## src/rtl/pwm_timebase_pkg.sv

```systemverilog
package pwm_timebase_pkg;

    typedef enum logic [1:0] {
        ST_OFF  = 2'd0,
        ST_DOWN = 2'd1,
        ST_RISE = 2'd2,
        ST_FALL = 2'd3
    } tb_state_e;

    localparam int unsigned PRESCALE_MAX_LOG2 = 6;

endpackage

```

## src/rtl/pwm_prescaler.sv

```systemverilog
module pwm_prescaler #(
    parameter int unsigned SEL_W    = 3,
    parameter int unsigned MAX_LOG2 = pwm_timebase_pkg::PRESCALE_MAX_LOG2
) (
    input  logic             clk,
    input  logic             rst_n,
    input  logic             enable,
    input  logic             use_div,
    input  logic [SEL_W-1:0] sel,
    output logic             tick
);
    localparam int unsigned PC_W = MAX_LOG2;

    logic [PC_W-1:0] pcnt_q;
    logic [PC_W-1:0] term;
    logic            wrap;

    // terminal value = 2^(min(sel+1, MAX_LOG2)) - 1
    always_comb begin
        int unsigned shift;
        shift = 32'(sel) + 1;
        if (shift > MAX_LOG2) begin
            shift = MAX_LOG2;
        end
        term = PC_W'((64'd1 << shift) - 64'd1);
    end

    assign wrap = (pcnt_q >= term);
    assign tick = enable && (!use_div || wrap);

    always_ff @(posedge clk) begin
        if (!rst_n || !enable || !use_div) begin
            pcnt_q <= '0;
        end else if (wrap) begin
            pcnt_q <= '0;
        end else begin
            pcnt_q <= pcnt_q + PC_W'(1);
        end
    end

    // a prescaled strobe is never followed by another on the next clock
    a_r1_strobe_gap: assert property (@(posedge clk) disable iff (!rst_n)
        (enable && use_div && tick) |=> !(enable && use_div && tick));

endmodule

```

## src/rtl/pwm_period_reg.sv

```systemverilog
module pwm_period_reg #(
    parameter int unsigned CNT_W = 16
) (
    input  logic             clk,
    input  logic             rst_n,
    input  logic             capture,
    input  logic [CNT_W-1:0] din,
    output logic [CNT_W-1:0] period
);
    always_ff @(posedge clk) begin
        if (!rst_n) begin
            period <= '0;
        end else if (capture) begin
            period <= din;
        end
    end
endmodule

```

## src/rtl/pwm_count_fsm.sv

```systemverilog
module pwm_count_fsm
    import pwm_timebase_pkg::*;
#(
    parameter int unsigned CNT_W = 16
) (
    input  logic             clk,
    input  logic             rst_n,
    input  logic             enable,
    input  logic             tick,
    input  logic             mode_ud,
    input  logic [CNT_W-1:0] load_val,
    input  logic [CNT_W-1:0] period_q,
    output logic             capture,
    output logic [CNT_W-1:0] count,
    output logic             dir,
    output logic             zero_evt,
    output logic             load_evt
);
    tb_state_e        state_q, state_d;
    logic [CNT_W-1:0] count_q, count_d;
    logic             at_zero;
    logic             running;

    assign at_zero = (count_q == '0);

    // next-state process
    always_comb begin
        state_d = state_q;
        count_d = count_q;
        capture = 1'b0;
        if (!enable) begin
            state_d = ST_OFF;
            count_d = '0;
        end else if (state_q == ST_OFF) begin
            // start
            capture = 1'b1;
            count_d = '0;
            state_d = mode_ud ? ST_RISE : ST_DOWN;
        end else if (tick) begin
            if (at_zero && state_q != ST_RISE) begin
                // reload
                capture = 1'b1;
                if (mode_ud) begin
                    state_d = ST_RISE;
                    count_d = (load_val == '0) ? '0 : CNT_W'(1);
                end else begin
                    state_d = ST_DOWN;
                    count_d = load_val;
                end
            end else begin
                unique case (state_q)
                    ST_DOWN, ST_FALL: count_d = count_q - CNT_W'(1);
                    ST_RISE: begin
                        if (count_q >= period_q) begin
                            // peak
                            state_d = ST_FALL;
                            count_d = at_zero ? '0 : count_q - CNT_W'(1);
                        end else begin
                            count_d = count_q + CNT_W'(1);
                        end
                    end
                    ST_OFF: count_d = '0;
                endcase
            end
        end
    end

    // state register process
    always_ff @(posedge clk) begin
        if (!rst_n) begin
            state_q <= ST_OFF;
            count_q <= '0;
        end else begin
            state_q <= state_d;
            count_q <= count_d;
        end
    end

    // output process
    always_comb begin
        running  = (state_q != ST_OFF);
        count    = count_q;
        dir      = (state_q == ST_RISE);
        zero_evt = running && at_zero;
        load_evt = running && (count_q == period_q);
    end

    // a down step moves exactly one below the previous count
    a_r2_down_step: assert property (@(posedge clk) disable iff (!rst_n)
        (enable && tick && state_q == ST_DOWN && !at_zero)
        |=> (count_q == $past(count_q) - CNT_W'(1)));

    // a rising step below the period moves exactly one higher
    a_r3_rise_step: assert property (@(posedge clk) disable iff (!rst_n)
        (enable && tick && state_q == ST_RISE && count_q < period_q)
        |=> (count_q == $past(count_q) + CNT_W'(1)));

    // a running count never exceeds the active period
    a_r6_count_bound: assert property (@(posedge clk) disable iff (!rst_n)
        running |-> (count_q <= period_q));

    // in count-down mode a zero cycle ended by a strobe is followed by the load event
    a_r7_load_after_zero: assert property (@(posedge clk) disable iff (!rst_n)
        (enable && tick && zero_evt && state_q == ST_DOWN && !mode_ud && load_val != '0)
        |=> load_evt);

    // the active period does not move while the count is away from zero
    a_r8_period_hold: assert property (@(posedge clk) disable iff (!rst_n)
        (enable && running && !at_zero) |=> $stable(period_q));

    // a sampled disable leaves a cleared, silent counter
    a_r9_disable_clear: assert property (@(posedge clk) disable iff (!rst_n)
        !enable |=> (count == '0 && !dir && !zero_evt && !load_evt));

endmodule

```

## src/rtl/pwm_timebase.sv

```systemverilog
module pwm_timebase #(
    parameter int unsigned CNT_W = 16,
    parameter int unsigned SEL_W = 3
) (
    input  logic             clk,
    input  logic             rst_n,
    input  logic             enable,
    input  logic             mode_updown,
    input  logic             use_prescale,
    input  logic [SEL_W-1:0] prescale_sel,
    input  logic [CNT_W-1:0] load_val,
    output logic [CNT_W-1:0] count,
    output logic             dir,
    output logic             zero_evt,
    output logic             load_evt
);
    logic             tick;
    logic             capture;
    logic [CNT_W-1:0] period_q;

    pwm_prescaler #(
        .SEL_W   (SEL_W),
        .MAX_LOG2(pwm_timebase_pkg::PRESCALE_MAX_LOG2)
    ) u_prescaler (
        .clk    (clk),
        .rst_n  (rst_n),
        .enable (enable),
        .use_div(use_prescale),
        .sel    (prescale_sel),
        .tick   (tick)
    );

    pwm_period_reg #(
        .CNT_W(CNT_W)
    ) u_period (
        .clk    (clk),
        .rst_n  (rst_n),
        .capture(capture),
        .din    (load_val),
        .period (period_q)
    );

    pwm_count_fsm #(
        .CNT_W(CNT_W)
    ) u_fsm (
        .clk     (clk),
        .rst_n   (rst_n),
        .enable  (enable),
        .tick    (tick),
        .mode_ud (mode_updown),
        .load_val(load_val),
        .period_q(period_q),
        .capture (capture),
        .count   (count),
        .dir     (dir),
        .zero_evt(zero_evt),
        .load_evt(load_evt)
    );
endmodule

```

## config.mk

```make
export PLATFORM = sky130hd
export DESIGN_NAME = pwm_timebase
export DESIGN_NICKNAME = d
export VERILOG_FILES = /design/src/rtl/pwm_timebase_pkg.sv /design/src/rtl/pwm_prescaler.sv /design/src/rtl/pwm_period_reg.sv /design/src/rtl/pwm_count_fsm.sv /design/src/rtl/pwm_timebase.sv
export SDC_FILE = /design/constraint.sdc
export NUM_CORES = 1
export LEC_CHECK = 0
export BUFFER_PORTS_ARGS = -buffer_cell sky130_fd_sc_hd__buf_2
export CAP_MARGIN = 5
export CORE_MARGIN = 4
export CORE_UTILIZATION = 45
export DETAILED_ROUTE_END_ITERATION = 12
export GPL_TIMING_DRIVEN = 0
export MAX_ROUTING_LAYER = met4
export PLACE_DENSITY = 0.79
export SYNTH_ARGS = -nofsm -noshare
export SYNTH_HDL_FRONTEND = slang
export SYNTH_SLANG_ARGS = --single-unit
```

## constraint.sdc

```tcl
create_clock -name clk -period 3.4 [get_ports clk]
set_input_delay 0.51 -clock clk [delete_from_list [all_inputs] [get_ports clk]]
set_output_delay 0.51 -clock clk [all_outputs]
set_load 0.01 [all_outputs]
```

==> results of run 1 <==
-- layer usage --
metal	GRT usage	vias up
met5	-	-
met4	0.0666	0
met3	0.0292	23
met2	0.365	129
met1	0.292	1504
li1	-	1551
-- sequential cells by signal, indices dropped and copies added, names as in the netlist --
| register | cells |
|---|---|
| u_fsm.count | 16 |
| u_period.period | 16 |
| u_prescaler.pcnt_q | 6 |
| u_fsm.state_q | 2 |
-- how the worst min path moves through the flow --
stage	endpoint	slack [ns]	cells after the start
global route	u_fsm.state_q[0]	0.51	2
floorplan	u_prescaler.pcnt_q[0]	0.43	1
finish	u_prescaler.pcnt_q[0]	0.47	1
global placement	u_prescaler.pcnt_q[0]	0.44	1
detailed placement	u_prescaler.pcnt_q[0]	0.45	1
CTS	u_prescaler.pcnt_q[0]	0.47	1
-- report_power, final --
| part | internal, mW | total (mW) | switching, mW |
|---|---|---|---|
| Combinational | 0.118 | 0.288 | 0.170 |
| Clock | 0.218 | 0.390 | 0.172 |
| Sequential | 0.485 | 0.496 | 0.0111 |
-- worst reg2reg max path, delay by kind of cell, from the launching register on --
| family | cells | cell delay (ns) |
|---|---|---|
| flip-flops | 1 | 0.39 |
| AND/OR/NAND/NOR | 5 | 1.23 |
| adder cells (fa/ha/maj) | 1 | 0.38 |
| buffers and inverters | 2 | 0.39 |
| AO/OA/AOI/OAI | 2 | 0.77 |
-- cell type report --
cell class,count,area share
Clock buffer,6,0.0204
Multi-Input combinational cell,312,0.597
Tap cell,77,0.0270
Sequential cell,40,0.225
Clock inverter,2,0.00983
Inverter,25,0.0263
Timing Repair Buffer,46,0.0674
Buffer,22,0.0277
-- logic make-up (layout without fill, tap and decap cells) --
family / count (synthesis) / count (layout) / share of synthesized area
simple gates: 162 / 162 / 0.275
compound gates: 89 / 89 / 0.192
buf+inv: 48 / 101 / 0.0600
flops: 40 / 40 / 0.259
fa+ha+maj: 28 / 28 / 0.113
xor+xnor: 17 / 17 / 0.0482
mux: 16 / 16 / 0.0519
-- layout by cell type (no fill, tap or decap), types with 2 or more instances in the layout --
master and instances:
nor2_2 2, or3_1 3, nand3b_1 2, o211ai_1 3, o22ai_1 2, nor2_1 33, nand2b_1 5, nand2_1 26
clkbuf_8 5, nand3_1 14, a31oi_1 7, o31a_1 4, or4_1 2, mux2i_1 16, o21a_1 2, xor2_1 8
nand4b_1 3, nor4_1 8, clkbuf_2 4, xnor2_1 9, dfxtp_1 40, clkbuf_1 15, and2_1 3, o32a_1 2
or2_2 3, a21o_1 5, nor3_1 19, and3_1 3, buf_2 45, a311oi_1 4, nand4_1 9, a221o_1 4
a21oi_1 21, inv_1 25, nor2b_1 19, buf_4 4, a221oi_1 6, ha_1 28, o21ai_0 20
-- stage by stage --
| step | power [mW] | hold slack [ns] |
|---|---|---|
| global placement | 0.769 | 0.445 |
| finish | 1.17 | 0.470 |
| global route | 1.24 | 0.510 |
| floorplan | 0.690 | 0.430 |
| detailed placement | 0.777 | 0.454 |
| CTS | 1.17 | 0.473 |
-- what timing repair did --
action | 4_1_cts | 5_1_grt
pin swaps | 0 | 3
setup buffers | 0 | 4
hold buffers | 0 | 0
cloned | 0 | 0
setup endpoints to repair | 23 | 35
resized for setup | 6 | 10
==> impl_metrics.env, run 1 <==
export IMPL_critPathMaxFanout=10
export IMPL_grt_pass1_wl_microns=14900
export IMPL_fmax_mhz=305
export IMPL_grt_ovfl_total=0
export IMPL_synthTopCellsByCount="40 x dfxtp_1, 33 x nor2_1, 28 x ha_1"
export IMPL_initial_core_util=0.475
export IMPL_crit_path_max_incr_delay_ns=0.61
export IMPL_cts_tree="done"
export IMPL_rows=29
export IMPL_reg2reg_to="u_fsm.count[4]"
export IMPL_fp_dieW_microns=90.8
export IMPL_maxSlewViolCount=0
export IMPL_maxCapViolCount=0
export IMPL_root_buffer="clkbuf_8"
export IMPL_relSlewSlack=0.555
export IMPL_multi_input_area_sq_mm=0.00213
export IMPL_dieArea_sq_mm=0.00825
export IMPL_routed_via_density=6.05
export IMPL_min_period_ns=3.28
export IMPL_async_flop_share=0
export IMPL_die_h_microns=90.8
export IMPL_gp_congestion=0.969
export IMPL_hold_viol=0
export IMPL_grt_usage=0.225
export IMPL_first_global_vias=3040
export IMPL_drive_gt1_frac=0.163
export IMPL_crit_path_end_kind="flip-flop"
export IMPL_wl_met2_microns=4300
export IMPL_reg2reg_depth=10
export IMPL_ir_drop_uv=190
export IMPL_synth_seq_area_share=0.259
export IMPL_drtIter0Drc=236
export IMPL_finalSetupViolCount=0
export IMPL_nFillCells=629
export IMPL_postLayoutSetupSlackWorst_ns=0.125
export IMPL_grt_max_degree=13
export IMPL_postSynthCellCount=400
export IMPL_dpl_cell_area_sq_mm=0.00339
export IMPL_tightest_slew_ns=0.662
export IMPL_dr_wl_met3_microns=526
export IMPL_critical_path_depth=10
export IMPL_reg2reg_slack_ns=0.12
export IMPL_yosysMostFrequentCell="dfxtp_1"
export IMPL_cp_common_cell="nor3_1"
export IMPL_synth_seq_cells=40
export IMPL_syn_avg_cell_area_sq_um=7.72
export IMPL_io_buffers=42
export IMPL_critPathCapture="u_fsm.count[4]"
export IMPL_startpoint="u_fsm.count[15]"
export IMPL_clock_latency_ns=0.30
export IMPL_cp_arrival_ns=3.47
export IMPL_wl_per_cell_microns=17.0
export IMPL_cp_num_buf_inv=2
export IMPL_ys_flop_type="dfxtp_1"
export IMPL_yosysWarnings=0
export IMPL_finalSetupTns_ns=0
export IMPL_synth_area_leader_cell="dfxtp_1"
export IMPL_highest_layer="met4"
export IMPL_wirelength_microns=9030
export IMPL_clk_pin_slew_ns=0.08
export IMPL_synthesis_nets=452
export IMPL_critical_path_required_ns=3.59
export IMPL_final_cell_area_sq_mm=0.00356
export IMPL_syn_to_final_growth_pct=15.4
export IMPL_leakage_nw=1.59
export IMPL_worstPathCellList="ha_1 > nand4_1 > or4_4 > o32a_1 > and3_1 > clkbuf_1 > buf_2 > a221o_1 > nor3_1 > nor3_1"
export IMPL_seq_area_sq_um=801
export IMPL_vias=3207
export IMPL_outcome="complete, no violations"
export IMPL_fp_coreArea_sq_mm=0.00649
export IMPL_cp_slowest_cell="or4_4"
export IMPL_worst_path_dominant_cell_family="simple AND/OR/NAND/NOR gates"
export IMPL_ys_top_cells_by_area="dfxtp_1 26%, ha_1 11%, mux2i_1 5.2%"
export IMPL_cts_buffers=5
export IMPL_power_density_mw_per_mm2=329
export IMPL_stdcell_count=530
export IMPL_place_inst=519
export IMPL_cts_max_level=2
export IMPL_clock_sinks=40
export IMPL_layout_nets=504
export IMPL_hp_class="reg2reg"
export IMPL_met1_length_microns=4020
export IMPL_antenna_left=0
export IMPL_dp_hpwl_microns=6860
export IMPL_syn_cell_area_sq_mm=0.00309
export IMPL_cts_path_max_buffers=2
export IMPL_antenna_found_initial=0
export IMPL_start_kind="flip-flop"
export IMPL_synth_top_area_share=0.259
export IMPL_yosys_cell_types_count=48
export IMPL_route_detailed_drc=0
export IMPL_synth_edf_count=0
export IMPL_drt_pass1_iterations=6
export IMPL_ios=43
export IMPL_path_class="reg2reg"
export IMPL_num_antenna_cells=0
export IMPL_preCtsSetupSlack_ns=-0.542
export IMPL_fin_worst_skew_ns=0.00733
export IMPL_final_core_util=0.549
export IMPL_hp_start="u_prescaler.pcnt_q[0]"
export IMPL_regToRegStartpoint="u_fsm.count[15]"
export IMPL_fin_crit_sh=0.963
Note: power is estimated with default switching activity, not from simulation.
==> inputs of run 2 (changes only) <==
--- a/config.mk
+++ b/config.mk
@@ -10,3 +10,3 @@
 export CORE_MARGIN = 4
-export CORE_UTILIZATION = 45
+export CORE_UTILIZATION = 28
 export DETAILED_ROUTE_END_ITERATION = 12
@@ -14,3 +14,3 @@
 export MAX_ROUTING_LAYER = met4
-export PLACE_DENSITY = 0.79
+export PLACE_DENSITY = 0.57
 export SYNTH_ARGS = -nofsm -noshare
@@ -18 +18,2 @@
 export SYNTH_SLANG_ARGS = --single-unit
+export TNS_END_PERCENT = 1
==> constraint.sdc (replaced) <==
create_clock -name clk -period 3.4 [get_ports clk]
set_input_delay 0.34 -clock clk [delete_from_list [all_inputs] [get_ports clk]]
set_output_delay 0.34 -clock clk [all_outputs]
set_load 0.01 [all_outputs]
==> run 2 against run 1 <==
Net effect: routed wire length up 6.6%; critical path depth unchanged; flip-flop and latch count unchanged; via count down 0.81%; sequential share of layout area down 0.54 points; combinational power about the same; total power up 6.7%; first-iteration DRC count up 60%; worst hold slack worse by 0.13 ns; clock power up 20%; count of clock-buffer cells in the layout down 1; largest power group unchanged.
==> impl_metrics.env, run 2 (synthesis gave the netlist of run 1 again) <==
export IMPL_outcome="complete, no violations"
export IMPL_grt_met3_usage=0.0278
export IMPL_fp_dieW_microns=113
export IMPL_grt_pass1_wl_microns=15800
export IMPL_fin_crit_sh=0.939
export IMPL_wirelength_microns=9630
export IMPL_grt_ovfl_total=0
export IMPL_cp_slowest_cell="or4_4"
export IMPL_globalRoute_busiestLayer="met2"
export IMPL_rsz0062_at_grt="true"
export IMPL_grt_usage=0.157
export IMPL_dieArea_sq_mm=0.0128
export IMPL_fp_coreArea_sq_mm=0.0108
export IMPL_min_period_ns=3.19
export IMPL_io_buffers=42
export IMPL_ir_drop_uv=136
export IMPL_nFillCells=1131
export IMPL_path_class="reg2reg"
export IMPL_drive_gt1_frac=0.156
export IMPL_fmax_mhz=313
export IMPL_clock_sinks=40
export IMPL_syn_to_final_growth_pct=18.3
export IMPL_layout_commonest_cell="buf_2"
export IMPL_vias=3181
export IMPL_gp_congestion=0.921
export IMPL_finalSetupViolCount=0
export IMPL_hold_viol=0
export IMPL_hold_ws_ns=0.339
export IMPL_worstPathCellList="ha_1 > nand4_1 > or4_4 > o32a_1 > and3_1 > clkbuf_1 > buf_2 > a221o_1 > nor3_1 > nor3_1"
export IMPL_dpl_cell_area_sq_mm=0.00347
export IMPL_power_mw=1.25
export IMPL_drt_pass1_iterations=5
export IMPL_hp_class="in2reg"
export IMPL_root_buffer="clkbuf_8"
export IMPL_initial_core_util=0.286
export IMPL_crit_path_max_incr_delay_ns=0.53
export IMPL_mostFrequentLayoutCells="45 x buf_2, 40 x dfxtp_1, 33 x nor2_1, 27 x nand2_1, 27 x ha_1"
export IMPL_die_h_microns=113
export IMPL_route_detailed_drc=0
export IMPL_clock_latency_ns=0.30
export IMPL_maxCapViolCount=0
export IMPL_clk_pin_slew_ns=0.09
export IMPL_crit_path_end_kind="flip-flop"
export IMPL_drtIter0Drc=378
export IMPL_gr_usage_met1=0.199
export IMPL_rows=38
export IMPL_wl_per_cell_microns=16.4
export IMPL_cts_buffers=5
export IMPL_cp_common_cell="nor3_1"
export IMPL_cts_max_level=2
export IMPL_first_global_vias=3150
export IMPL_antenna_found_initial=0
export IMPL_critical_path_required_ns=3.59
export IMPL_power_density_mw_per_mm2=343
export IMPL_tightest_slew_ns=0.729
export IMPL_num_antenna_cells=0
export IMPL_layout_nets=500
export IMPL_leakage_nw=1.58
export IMPL_maxSlewViolCount=0
export IMPL_cts_tree="done"
export IMPL_start_kind="flip-flop"
export IMPL_cp_arrival_ns=3.38
export IMPL_cts_path_max_buffers=2
export IMPL_antenna_left=0
export IMPL_ios=43
export IMPL_routed_via_density=5.41
export IMPL_grt_max_degree=13
export IMPL_critPathMaxFanout=10
export IMPL_fin_worst_skew_ns=0.0111
export IMPL_dp_hpwl_microns=7440
export IMPL_met2_usage=0.244
export IMPL_relSlewSlack=0.510
export IMPL_final_cell_area_sq_mm=0.00365
run 2: final timing paths:
path | start | endpoint | slack (ns) | depth (start not counted)
worst max-delay path | u_fsm.count[13] | u_fsm.count[2] | 0.21 | 10
worst min-delay path | load_val[11] | u_period.period[11] | 0.34 | 3
worst max register to register | u_fsm.count[13] | u_fsm.count[2] | 0.21 | 10
worst min register to register | u_prescaler.pcnt_q[0] | u_prescaler.pcnt_q[0] | 0.48 | 1
run 2: worst max-delay path: cells and delay by family (launching register included):
kind | cells | cell delay (ns)
flip-flops | 1 | 0.41
AO/OA/AOI/OAI | 2 | 0.78
AND/OR/NAND/NOR | 5 | 1.17
adder cells (fa/ha/maj) | 1 | 0.34
buffers and inverters | 2 | 0.37
run 2: power breakdown:
group | leakage, nW | switching, mW | internal (mW)
registers | 0.326 | 0.0113 | 0.485
clock network | 0.0642 | 0.179 | 0.289
logic | 1.19 | 0.174 | 0.115
run 2: final cells by class:
| class | count | area, sq um | share of cell area |
|---|---|---|---|
| flip-flops and latches | 40 | 801 | 0.219 |
| clock buffers | 5 | 68.8 | 0.0188 |
| well taps | 140 | 175 | 0.0480 |
| inverters | 25 | 93.8 | 0.0257 |
| multi-input cells | 312 | 2140 | 0.586 |
| plain buffers | 22 | 103 | 0.0281 |
| clock inverters | 2 | 60.1 | 0.0164 |
| repair buffers | 42 | 210 | 0.0576 |
run 2: what timing repair did:
item	4_1_cts	5_1_grt
buffers inserted	0	0
pin swaps	0	2
hold buffers	0	0
hold endpoints to repair	0	0
gates resized for setup	5	12
cloned	0	0
setup endpoints to repair	22	35
run 2: routing by layer:
layer	vias up	share of wire	routed length, microns
met3	28	0.059	568
met4	0	0.033	318
met5	-	0	0
met2	112	0.46	4390
li1	1545	-	-
met1	1496	0.45	4350
run 2: through the flow:
stage	worst slack (ns)	TNS (ns)	util	cells
after floorplan	0.214	0	-	400
after global placement	-0.416	-7.31	0.322	582
after detailed placement	-0.558	-10.52	0.322	582
after CTS	0.00180	0	0.335	589
after global routing	-0.0189	-0.0192	0.338	588
final	0.207	0	0.338	588
